File: config.mk
export PLATFORM = sky130hd
export DESIGN_NAME = bch_fix_applier
export DESIGN_NICKNAME = d
export VERILOG_FILES = /design/src/rtl/bfa_pkg.sv /design/src/rtl/bfa_loc_map.sv /design/src/rtl/bfa_skip_detect.sv /design/src/rtl/bfa_syn_order.sv /design/src/rtl/bfa_ecc_copy.sv /design/src/rtl/bch_fix_applier.sv
export SDC_FILE = /design/constraint.sdc
export NUM_CORES = 1
export LEC_CHECK = 0
export BUFFER_PORTS_ARGS = -buffer_cell sky130_fd_sc_hd__buf_2
export CAP_MARGIN = 20
export CORE_AREA = 2 2 343 345
export DETAILED_ROUTE_END_ITERATION = 10
export DIE_AREA = 0 0 345 347
export GPL_TIMING_DRIVEN = 0
export PLACE_DENSITY = 0.49
export SYNTH_ARGS = -nofsm -noshare
export SYNTH_HDL_FRONTEND = slang
export SYNTH_SLANG_ARGS = --single-unit
File: constraint.sdc
create_clock -name clk -period 7.1 [get_ports clk]
set_clock_uncertainty 0.05 [all_clocks]
set_input_delay 0.355 -clock clk [delete_from_list [all_inputs] [get_ports clk]]
set_output_delay 0.355 -clock clk [all_outputs]
set_load 0.02 [all_outputs]
File: src/rtl/bfa_pkg.sv
package bfa_pkg;
  localparam int SECTOR_B = 512;
  localparam int ECC_B8   = 13;
  localparam int ECC_B16  = 26;
  localparam int ECC_MAXB = 26;
  localparam int POS_W    = $clog2(SECTOR_B + ECC_MAXB);
  localparam int LOC_W    = POS_W + 3;
  localparam int BIDX_W   = $clog2(SECTOR_B);
  localparam int EIDX_W   = $clog2(ECC_MAXB);

  typedef enum logic {STR_T8 = 1'b0, STR_T16 = 1'b1} strength_e;
  typedef enum logic [1:0] {HIT_DATA, HIT_ECC, HIT_BAD} hit_e;
  typedef enum logic [2:0] {
    ST_IDLE, ST_CHECK, ST_TAKE, ST_READ, ST_WRITE, ST_DONE
  } phase_e;

  // Number of meaningful check bytes for a strength.
  function automatic logic [POS_W-1:0] ecc_len(strength_e s);
    return (s == STR_T16) ? POS_W'(ECC_B16) : POS_W'(ECC_B8);
  endfunction

  // Codeword length in bytes: sector followed by its check bytes.
  function automatic logic [POS_W-1:0] cw_len(strength_e s);
    return POS_W'(SECTOR_B) + ecc_len(s);
  endfunction

  // Byte position of a reversed-order locator bit index.
  function automatic logic [POS_W-1:0] byte_pos(strength_e s,
                                                 logic [POS_W-1:0] lbyte);
    return cw_len(s) - lbyte - POS_W'(1);
  endfunction
endpackage

File: src/rtl/bfa_loc_map.sv
module bfa_loc_map
  import bfa_pkg::*;
#(
  parameter int SEC = SECTOR_B,
  parameter int LW  = LOC_W,
  parameter int PW  = POS_W,
  parameter int AW  = BIDX_W,
  parameter int IW  = EIDX_W
) (
  input  strength_e        str,
  input  logic [LW-1:0]    loc,
  output hit_e             hit,
  output logic [AW-1:0]    daddr,
  output logic [IW-1:0]    eidx,
  output logic [2:0]       bsel
);
  logic [PW-1:0] lbyte;
  logic [PW-1:0] pos;

  always_comb begin
    lbyte = loc[LW-1:3];
    bsel  = loc[2:0];
    pos   = byte_pos(str, lbyte);
    daddr = AW'(pos);
    eidx  = IW'(pos - PW'(SEC));
    if (lbyte >= cw_len(str))
      hit = HIT_BAD;
    else if (pos < PW'(SEC))
      hit = HIT_DATA;
    else
      hit = HIT_ECC;
  end
endmodule

File: src/rtl/bfa_skip_detect.sv
module bfa_skip_detect
  import bfa_pkg::*;
#(
  parameter int NB = ECC_MAXB
) (
  input  strength_e         str,
  input  logic [NB*8-1:0]   calc,
  input  logic [NB*8-1:0]   stored,
  output logic              calc_clean,
  output logic              stored_blank
);
  logic [NB-1:0] zero_ok;
  logic [NB-1:0] blank_ok;

  for (genvar i = 0; i < NB; i++) begin : g_byte
    logic used;
    assign used        = POS_W'(i) < ecc_len(str);
    assign zero_ok[i]  = !used || (calc[8*i +: 8] == 8'h00);
    assign blank_ok[i] = !used || (stored[8*i +: 8] == 8'hFF);
  end

  assign calc_clean   = &zero_ok;
  assign stored_blank = &blank_ok;
endmodule

File: src/rtl/bfa_syn_order.sv
module bfa_syn_order
  import bfa_pkg::*;
#(
  parameter int NB  = ECC_MAXB,
  parameter int NB8 = ECC_B8
) (
  input  strength_e        str,
  input  logic [NB*8-1:0]  calc,
  output logic [NB*8-1:0]  syn
);
  for (genvar i = 0; i < NB; i++) begin : g_rev
    if (i < NB8) begin : g_low
      assign syn[8*i +: 8] = (str == STR_T16) ? calc[8*(NB-1-i) +: 8]
                                              : calc[8*(NB8-1-i) +: 8];
    end else begin : g_high
      assign syn[8*i +: 8] = (str == STR_T16) ? calc[8*(NB-1-i) +: 8]
                                              : calc[8*i +: 8];
    end
  end
endmodule

File: src/rtl/bfa_ecc_copy.sv
module bfa_ecc_copy
  import bfa_pkg::*;
#(
  parameter int NB = ECC_MAXB,
  parameter int IW = EIDX_W
) (
  input  logic             clk,
  input  logic             rst_n,
  input  logic             load,
  input  logic [NB*8-1:0]  din,
  input  logic             flip,
  input  logic [IW-1:0]    idx,
  input  logic [2:0]       bsel,
  output logic [NB*8-1:0]  q
);
  always_ff @(posedge clk) begin
    if (!rst_n)
      q <= '0;
    else if (load)
      q <= din;
    else if (flip)
      q[{idx, bsel}] <= ~q[{idx, bsel}];
  end
endmodule

File: src/rtl/bch_fix_applier.sv
module bch_fix_applier
  import bfa_pkg::*;
#(
  parameter int SEC_BYTES = SECTOR_B,
  parameter int ECC_BYTES = ECC_MAXB,
  parameter int CNT_W     = 5,
  localparam int EW = ECC_BYTES * 8,
  localparam int AW = $clog2(SEC_BYTES),
  localparam int IW = $clog2(ECC_BYTES),
  localparam int LW = LOC_W
) (
  input  logic             clk,
  input  logic             rst_n,
  input  logic             start,
  input  logic             mode,
  input  logic [CNT_W-1:0] loc_count,
  input  logic [EW-1:0]    calc_ecc,
  input  logic [EW-1:0]    stored_ecc,
  output logic [EW-1:0]    syn_out,
  input  logic             loc_valid,
  input  logic [LW-1:0]    loc_data,
  output logic             loc_ready,
  output logic             buf_rd_en,
  output logic             buf_wr_en,
  output logic [AW-1:0]    buf_addr,
  output logic [7:0]       buf_wr_data,
  input  logic [7:0]       buf_rd_data,
  output logic [EW-1:0]    ecc_fixed,
  output logic             done,
  output logic             fail,
  output logic [CNT_W-1:0] corrected
);
  phase_e            st_q, st_n;
  strength_e         str_q;
  logic [EW-1:0]     calc_q;
  logic [CNT_W-1:0]  left_q;
  logic [CNT_W-1:0]  ncorr_q;
  logic              fail_q;
  logic [AW-1:0]     pend_addr_q;
  logic [2:0]        pend_bit_q;

  hit_e              hit;
  logic [AW-1:0]     daddr;
  logic [IW-1:0]     eidx;
  logic [2:0]        bsel;
  logic              calc_clean, stored_blank;

  // Named internal events for the checker.
  logic take;
  logic skip_evt;
  logic ecc_flip;
  logic sess_load;

  assign take      = loc_valid && loc_ready;
  assign skip_evt  = (st_q == ST_CHECK) && (calc_clean || stored_blank);
  assign ecc_flip  = take && (hit == HIT_ECC);
  assign sess_load = (st_q == ST_IDLE) && start;

  bfa_loc_map #(.SEC(SEC_BYTES), .LW(LW), .PW(POS_W), .AW(AW), .IW(IW)) u_map (
    .str   (str_q),
    .loc   (loc_data),
    .hit   (hit),
    .daddr (daddr),
    .eidx  (eidx),
    .bsel  (bsel)
  );

  bfa_skip_detect #(.NB(ECC_BYTES)) u_skip (
    .str          (str_q),
    .calc         (calc_q),
    .stored       (ecc_fixed),
    .calc_clean   (calc_clean),
    .stored_blank (stored_blank)
  );

  bfa_syn_order #(.NB(ECC_BYTES), .NB8(ECC_B8)) u_syn (
    .str  (str_q),
    .calc (calc_q),
    .syn  (syn_out)
  );

  bfa_ecc_copy #(.NB(ECC_BYTES), .IW(IW)) u_ecc (
    .clk   (clk),
    .rst_n (rst_n),
    .load  (sess_load),
    .din   (stored_ecc),
    .flip  (ecc_flip),
    .idx   (eidx),
    .bsel  (bsel),
    .q     (ecc_fixed)
  );

  always_comb begin
    st_n = st_q;
    case (st_q)
      ST_IDLE:  if (start) st_n = ST_CHECK;
      ST_CHECK: begin
        if (calc_clean || stored_blank) st_n = ST_DONE;
        else if (left_q == '0)          st_n = ST_DONE;
        else                            st_n = ST_TAKE;
      end
      ST_TAKE: begin
        if (take) begin
          if (hit == HIT_DATA)               st_n = ST_READ;
          else if (left_q == CNT_W'(1))      st_n = ST_DONE;
          else                               st_n = ST_TAKE;
        end
      end
      ST_READ:  st_n = ST_WRITE;
      ST_WRITE: st_n = (left_q == '0) ? ST_DONE : ST_TAKE;
      ST_DONE:  st_n = ST_IDLE;
      default:  st_n = ST_IDLE;
    endcase
  end

  always_ff @(posedge clk) begin
    if (!rst_n) begin
      st_q        <= ST_IDLE;
      str_q       <= STR_T8;
      calc_q      <= '0;
      left_q      <= '0;
      ncorr_q     <= '0;
      fail_q      <= 1'b0;
      pend_addr_q <= '0;
      pend_bit_q  <= '0;
    end else begin
      st_q <= st_n;
      case (st_q)
        ST_IDLE: if (start) begin
          str_q   <= strength_e'(mode);
          calc_q  <= calc_ecc;
          left_q  <= loc_count;
          ncorr_q <= '0;
          fail_q  <= 1'b0;
        end
        ST_TAKE: if (take) begin
          left_q <= left_q - CNT_W'(1);
          case (hit)
            HIT_DATA: begin
              pend_addr_q <= daddr;
              pend_bit_q  <= bsel;
            end
            HIT_ECC: ncorr_q <= ncorr_q + CNT_W'(1);
            default: fail_q  <= 1'b1;
          endcase
        end
        ST_WRITE: ncorr_q <= ncorr_q + CNT_W'(1);
        default: ;
      endcase
    end
  end

  assign loc_ready   = (st_q == ST_TAKE);
  assign buf_rd_en   = (st_q == ST_READ);
  assign buf_wr_en   = (st_q == ST_WRITE);
  assign buf_addr    = pend_addr_q;
  assign buf_wr_data = buf_rd_data ^ (8'b1 << pend_bit_q);
  assign done        = (st_q == ST_DONE);
  assign fail        = fail_q;
  assign corrected   = fail_q ? '0 : ncorr_q;
endmodule

==> results of run 1 <==
## final cells by class
cell class | instances | share of cell area, %
Multi-Input combinational cell | 2155 | 40.2
Sequential cell | 443 | 24.3
Timing Repair Buffer | 1230 | 21.7
Tap cell | 1524 | 5.22
Clock buffer | 80 | 4.38
Buffer | 265 | 3.05
Clock inverter | 21 | 0.922
Inverter | 15 | 0.154
Antenna cell | 10 | 0.0686
## worst register-to-register path, delay by kind of cell, from the launching register on
family          cells  cell delay [ns]
flops               1             0.53
simple gates        2             0.62
fa+ha+maj           1             0.65
buf+inv             5             2.70
compound gates      4             1.50
mux                 1             0.41
## synth_stat cells (all sizes together) (16+ instances only)
| library cell | n |
|---|---|
| a211oi | 21 |
| a21oi | 291 |
| a22oi | 31 |
| a31oi | 16 |
| buf | 52 |
| clkbuf | 213 |
| dfxtp | 443 |
| mux2 | 210 |
| mux2i | 189 |
| mux4 | 29 |
| nand2 | 547 |
| nand3 | 39 |
| nand4 | 79 |
| nor2 | 79 |
| nor3 | 24 |
| nor4 | 70 |
| o21ai | 173 |
| o311a | 117 |
| o31ai | 23 |
## through the flow
step / hold WS, ns / instances / area [um^2] / total power [mW]
2_1_floorplan: 0.395 / 2878 / 24700 / 6.66
3_3_place_gp: 0.391 / 5289 / 31000 / 9.30
3_5_place_dp: 0.398 / 5305 / 31300 / 9.39
4_1_cts: 0.000915 / 5727 / 36400 / 12.7
5_1_grt: 0.0393 / 5734 / 36500 / 13.2
6_report: 0.0195 / 5743 / 36500 / 12.8
## state kept, by name, indices dropped and copies added (netlist names)
signal / flops
buf_addr: 9
calc_q: 208
fail: 1
left_q: 5
ncorr_q: 5
pend_bit_q: 3
st_q: 3
str_q: 1
u_ecc.q: 208
## kinds of logic (layout without fill, tap and decap cells)
family                   count (synthesis)  after routing  synth area share (%)
buffers and inverters                  280           1611                  4.74
adder cells (fa/ha/maj)                 12             12                 0.639
other                                    0             10                     0
XOR/XNOR                                15             15                 0.532
AND/OR/NAND/NOR                        901            901                  16.5
AO/OA/AOI/OAI                          799            799                  21.8
flip-flops                             443            443                  35.9
multiplexers                           428            428                  19.9
## where the power goes
group	leakage [nW]	switching, mW	internal [mW]
Clock	0.946	1.31	1.82
Sequential	3.64	0.953	3.00
Combinational	10.8	3.77	1.98
## routing by layer
metal / vias up / wire (um) / part of all wire, % / GRT usage [%]
met4: 24 / 9010 / 4.9 / 13.3
met3: 484 / 20300 / 11 / 8.41
met5: - / 146 / 0.079 / 0
met2: 2161 / 76400 / 41 / 41.8
met1: 15890 / 78800 / 43 / 40.3
li1: 13316 / - / - / -
## how the worst max path moves through the flow
stage	slack (ns)	depth (start not counted)	to
2_1_floorplan	3.10	15	u_ecc.q[204]
3_3_place_gp	-0.01	14	u_ecc.q[23]
3_5_place_dp	0.75	13	u_ecc.q[23]
4_1_cts	0.72	13	u_ecc.q[84]
5_1_grt	0.30	13	u_ecc.q[85]
6_report	0.55	13	u_ecc.q[23]
==> out/summary.json, run 1 <==
{
  "status": {
    "status": "complete, no violations"
  },
  "sta": {
    "finalSetupTns_ns": 0,
    "maxSlewViolCount": 0,
    "achievable-frequency_ghz": 0.153,
    "timing.final.crit_share_pct": 92.3,
    "setup_violations": 0,
    "hold_viol_final": 0,
    "maxSlewHeadroom_pct": 10.3,
    "max_slew.worst_pin.slew_ns": 1.33,
    "rsz_0062_raised_after_global_routing": "no",
    "setup_ws_ns": 0.548,
    "final_period_demand_of_the_worst_path_ns": 6.55
  },
  "global_route": {
    "number_of_global_route_vias_before_repair": 30077,
    "grt_max_degree": 16,
    "grt_first_pass_wirelength_um": 247000,
    "grt_overflow": 0,
    "grt_antenna_before_repair": 27,
    "gr_util_all_layers_pct": 29.2
  },
  "setup_path": {
    "crit_path_start_kind": "register",
    "critical_path.max_fanout": 10,
    "slowest_stage": "o31ai_2",
    "critical_path_arrival_ns": 7.07,
    "crit_path_max_incr_delay_ns": 0.83,
    "cp_num_buf_inv": 5,
    "r2r_end": "u_ecc.q[23]",
    "setup.worst_path.end_class": "register",
    "path_class": "reg2reg",
    "regToRegSetupSlack_ns": 0.55,
    "critical_path.cell_chain": "clkbuf_1, clkbuf_1, inv_1, fa_1, clkbuf_1, mux4_2, a2bb2oi_1, a221oi_1, nor3_1, o31ai_2, nand3_1, clkbuf_1, o21ai_0",
    "worst_path_most_repeated_cell": "clkbuf_1",
    "timing.critical_path.max_delay_family": "buffers and inverters",
    "critical_path_required_time_ns": 7.62,
    "worstReg2RegStart": "str_q",
    "critPathLaunch": "str_q",
    "reg2regPathDepth": 13
  },
  "synth": {
    "postSynthAreaPerCell_um2": 8.57,
    "synthDominantAreaCellType": "dfxtp_1",
    "edff_count_synth": 0,
    "synthesis.instances": 2878,
    "ys_types": 78,
    "postSynthNetCount": 3337,
    "synth-seq-cells": 443,
    "ys_async_sr_fraction_pct": 0,
    "synth_ff_type": "dfxtp_1",
    "synth_largest_type_area_fraction_pct": 35.9,
    "synth.yosys.seq_area_share_pct": 35.9,
    "synth.area.top_cells": "dfxtp_1 (36%), mux2_2 (9.6%), nand2_1 (8.3%), mux2i_1 (7.7%), a21oi_1 (5.9%)",
    "yosys_warnings": 0,
    "post_synth_instance_area_um2": 24700
  },
  "detailed_routing": {
    "first_pass_iters": 6,
    "drt_iter0_markers": 4074,
    "vias_post_dr": 31875,
    "drtAntennaViolNets": 0,
    "wire_per_inst_um": 32.1,
    "routed_wl_um": 185000,
    "drc_viols": 0,
    "vias_per_cell": 5.55
  },
  "placed_design": {
    "pre_cts_ws_ns": 0.753,
    "final_weighted_congestion_in_routability_driven_placement": 0.999,
    "detailed_placement_wirelength_estimate_um": 149000,
    "portBuffers": 887
  },
  "floorplan": {
    "chipWidth_um": 345,
    "boundaryPins": 890,
    "num_rows": 125,
    "die_area_um2": 120000,
    "initial_core_util_pct": 21.3,
    "design.core.area_um2": 116000,
    "fp.dieH_um": 347
  },
  "cells_and_area": {
    "end_of_flow_core_utilization_pct": 31.5,
    "multiInputGateArea_um2": 14700,
    "layout_common_cells": "buf_2 (925), nand2_1 (547), dfxtp_1 (443), dlygate4sd3_1 (321), a21oi_1 (290)",
    "layout-drive-gt1-share_pct": 31.4,
    "seq_area_um2": 8870,
    "synthToLayoutAreaGrowth_pct": 47.9,
    "num-fill-cells": 12602,
    "final_net_count": 4624,
    "layout.cells.most_common": "buf_2"
  },
  "clock_tree": {
    "clock-sinks": 443,
    "hold_buf_count_cts": 321,
    "cts.reportedPaths.clkPinSlew_ns": 0.07,
    "postCtsResizedCells": 0,
    "post_cts.repair.setup_buffers": 0,
    "tritoncts.num_buffers": 55,
    "clock_tree_from_tritoncts": "yes",
    "root_buffer": "clkbuf_16",
    "clk_latency_ns": 0.68,
    "clockBufferDepth": 3,
    "clock_tree.htree_level_count": 2
  },
  "worst_hold_path": {
    "hold_class": "in2reg",
    "whs_path_depth": 3,
    "worst_hold_launch": "stored_ecc[188]",
    "endpoint_worst_hold": "u_ecc.q[188]"
  },
  "pwr": {
    "irDropWorstVdd_mv": 0.214,
    "power_leakage_nw": 15.4,
    "powerDensity_nw_per_um2": 352
  },
  "job": {
    "drv.max_cap_violation_count": 0
  }
}
Note: power is estimated with default switching activity, not from simulation.
==> inputs of run 2 (changes only) <==
- CORE_AREA: 2 2 343 345 -> 2 2 347 349
- DIE_AREA: 0 0 345 347 -> 0 0 349 351
- PLACE_DENSITY: 0.49 -> 0.48
==> out/summary.json, run 2 (synthesis gave the netlist of run 1 again) <==
{
  "floorplan": {
    "design.core.area_um2": 119000,
    "boundaryPins": 890,
    "num_rows": 127,
    "die_area_um2": 122000,
    "fp.dieH_um": 351,
    "chipWidth_um": 349,
    "initial_core_util_pct": 20.7
  },
  "detailed_routing": {
    "routed_wl_um": 186000,
    "wire_per_inst_um": 32.3,
    "drc_viols": 0,
    "first_pass_iters": 7,
    "vias_post_dr": 32129,
    "drt_iter0_markers": 4283,
    "vias_per_cell": 5.56,
    "drtAntennaViolNets": 0
  },
  "setup_path": {
    "path_class": "reg2reg",
    "critical_path.max_fanout": 10,
    "crit_path_start_kind": "register",
    "critical_path_required_time_ns": 7.62,
    "setup.worst_path.end_class": "register",
    "critical_path_arrival_ns": 7.10,
    "reg2regPathDepth": 14,
    "regToRegSetupSlack_ns": 0.52
  },
  "status": {
    "status": "complete, no violations"
  },
  "clock_tree": {
    "clock-sinks": 443,
    "clock_tree_from_tritoncts": "yes",
    "cts.reportedPaths.clkPinSlew_ns": 0.06,
    "tritoncts.num_buffers": 56,
    "clock_tree.htree_level_count": 2,
    "postCtsResizedCells": 0,
    "root_buffer": "clkbuf_16",
    "clockBufferDepth": 3,
    "clk_latency_ns": 0.69
  },
  "sta": {
    "final_period_demand_of_the_worst_path_ns": 6.58,
    "max_slew.worst_pin.slew_ns": 1.35,
    "hold_viol_final": 0,
    "fin_worst_hold_slack_ns": 0.0259,
    "maxSlewViolCount": 0,
    "rsz_0062_raised_after_global_routing": "no",
    "timing.final.crit_share_pct": 92.7,
    "setup_violations": 0,
    "maxSlewHeadroom_pct": 9.41,
    "finalSetupTns_ns": 0,
    "achievable-frequency_ghz": 0.152
  },
  "global_route": {
    "gr_util_all_layers_pct": 28.6,
    "grt_antenna_before_repair": 26,
    "grt_max_degree": 16,
    "grt_first_pass_wirelength_um": 245000,
    "grt_overflow": 0,
    "number_of_global_route_vias_before_repair": 29903
  },
  "cells_and_area": {
    "layout-drive-gt1-share_pct": 31.4,
    "synthToLayoutAreaGrowth_pct": 48.0,
    "instances_no_fill": 5776,
    "end_of_flow_core_utilization_pct": 30.7,
    "layout.cells.most_common": "buf_2",
    "final_net_count": 4631,
    "layout_common_cells": "buf_2 (928), nand2_1 (547), dfxtp_1 (443), dlygate4sd3_1 (328), a21oi_1 (290)"
  },
  "pwr": {
    "powerDensity_nw_per_um2": 350,
    "power_leakage_nw": 15.4,
    "irDropWorstVdd_mv": 0.225
  },
  "worst_hold_path": {
    "whs_path_depth": 3,
    "hold_class": "in2reg"
  },
  "placed_design": {
    "portBuffers": 887,
    "numPlacedInstances": 5329,
    "final_weighted_congestion_in_routability_driven_placement": 1.00,
    "detailed_placement_wirelength_estimate_um": 149000
  },
  "job": {
    "drv.max_cap_violation_count": 0
  }
}
run 2: changes by cell type in the layout (fill, tap and decap cells not counted), sizes merged:
| cell | previous run | this run |
|---|---|---|
| clkinvlp | 2 | 0 |
| clkinv | 10 | 13 |
| clkbuf | 294 | 297 |
| diode | 10 | 12 |
| inv | 17 | 16 |
| dlygate4sd3 | 321 | 328 |
| bufinv | 7 | 4 |
run 2: stage by stage:
stage | total power [mW] | setup slack (ns) | instance area [um^2]
2_1_floorplan | 6.66 | 3.10 | 24700
5_1_grt | 13.1 | 0.340 | 36500
4_1_cts | 12.6 | 0.630 | 36500
6_report | 12.8 | 0.518 | 36500
3_3_place_gp | 9.33 | 0.127 | 31000
3_5_place_dp | 9.37 | 0.710 | 31300
run 2: final timing paths:
check,end,startpoint
worst max register to register,u_ecc.q[30],str_q
worst max-delay path,u_ecc.q[30],str_q
worst min-delay path,u_ecc.q[188],stored_ecc[188]
worst min register to register,buf_addr[6],buf_addr[6]
run 2: worst max-delay path, cell delays in order, from the launching register on:
cell       delay, ns
dfxtp_1         0.57
clkbuf_1        0.48
clkbuf_1        0.66
inv_1           0.37
ha_1            0.34
inv_1           0.08
fa_1            0.29
xor2_2          0.85
nor2_1          0.40
o2111ai_1       0.26
o311ai_0        0.26
o31ai_2         0.79
nand3_1         0.43
clkbuf_1        0.40
o21ai_0         0.25
run 2: area by class of cell:
| cell class | count | area, um^2 |
|---|---|---|
| Timing Repair Buffer | 1236 | 7960 |
| Clock buffer | 84 | 1680 |
| Sequential cell | 443 | 8870 |
| Clock inverter | 18 | 231 |
| Buffer | 265 | 1120 |
| Multi-Input combinational cell | 2155 | 14600 |
| Tap cell | 1548 | 1940 |
| Fill cell | 12867 | 82500 |
| Antenna cell | 12 | 30.0 |
| Inverter | 15 | 56.3 |
run 2: power breakdown:
part           total (mW)  leakage (nW)  internal [mW]  switching [mW]
Clock                3.08         0.947           1.77            1.31
Sequential           3.97          3.64           3.00           0.969
Combinational        5.73          10.9           1.95            3.78
Total                12.8          15.4           6.72            6.06
run 2: timing repair:
item | in CTS | in global routing
endpoints found under the hold margin | 328 | 0
setup endpoints to repair | 0 | 0
setup buffers | 0 | 0
hold buffers | 328 | 0
run 2: metal layers:
metal  up-vias  share of wire [%]  track usage, %
met5         -               0.11               0
met4        28                5.2            13.4
met3       520                 11            8.78
met2      2225                 41            40.0
met1     16018                 42            39.6
li1      13338                  -               -
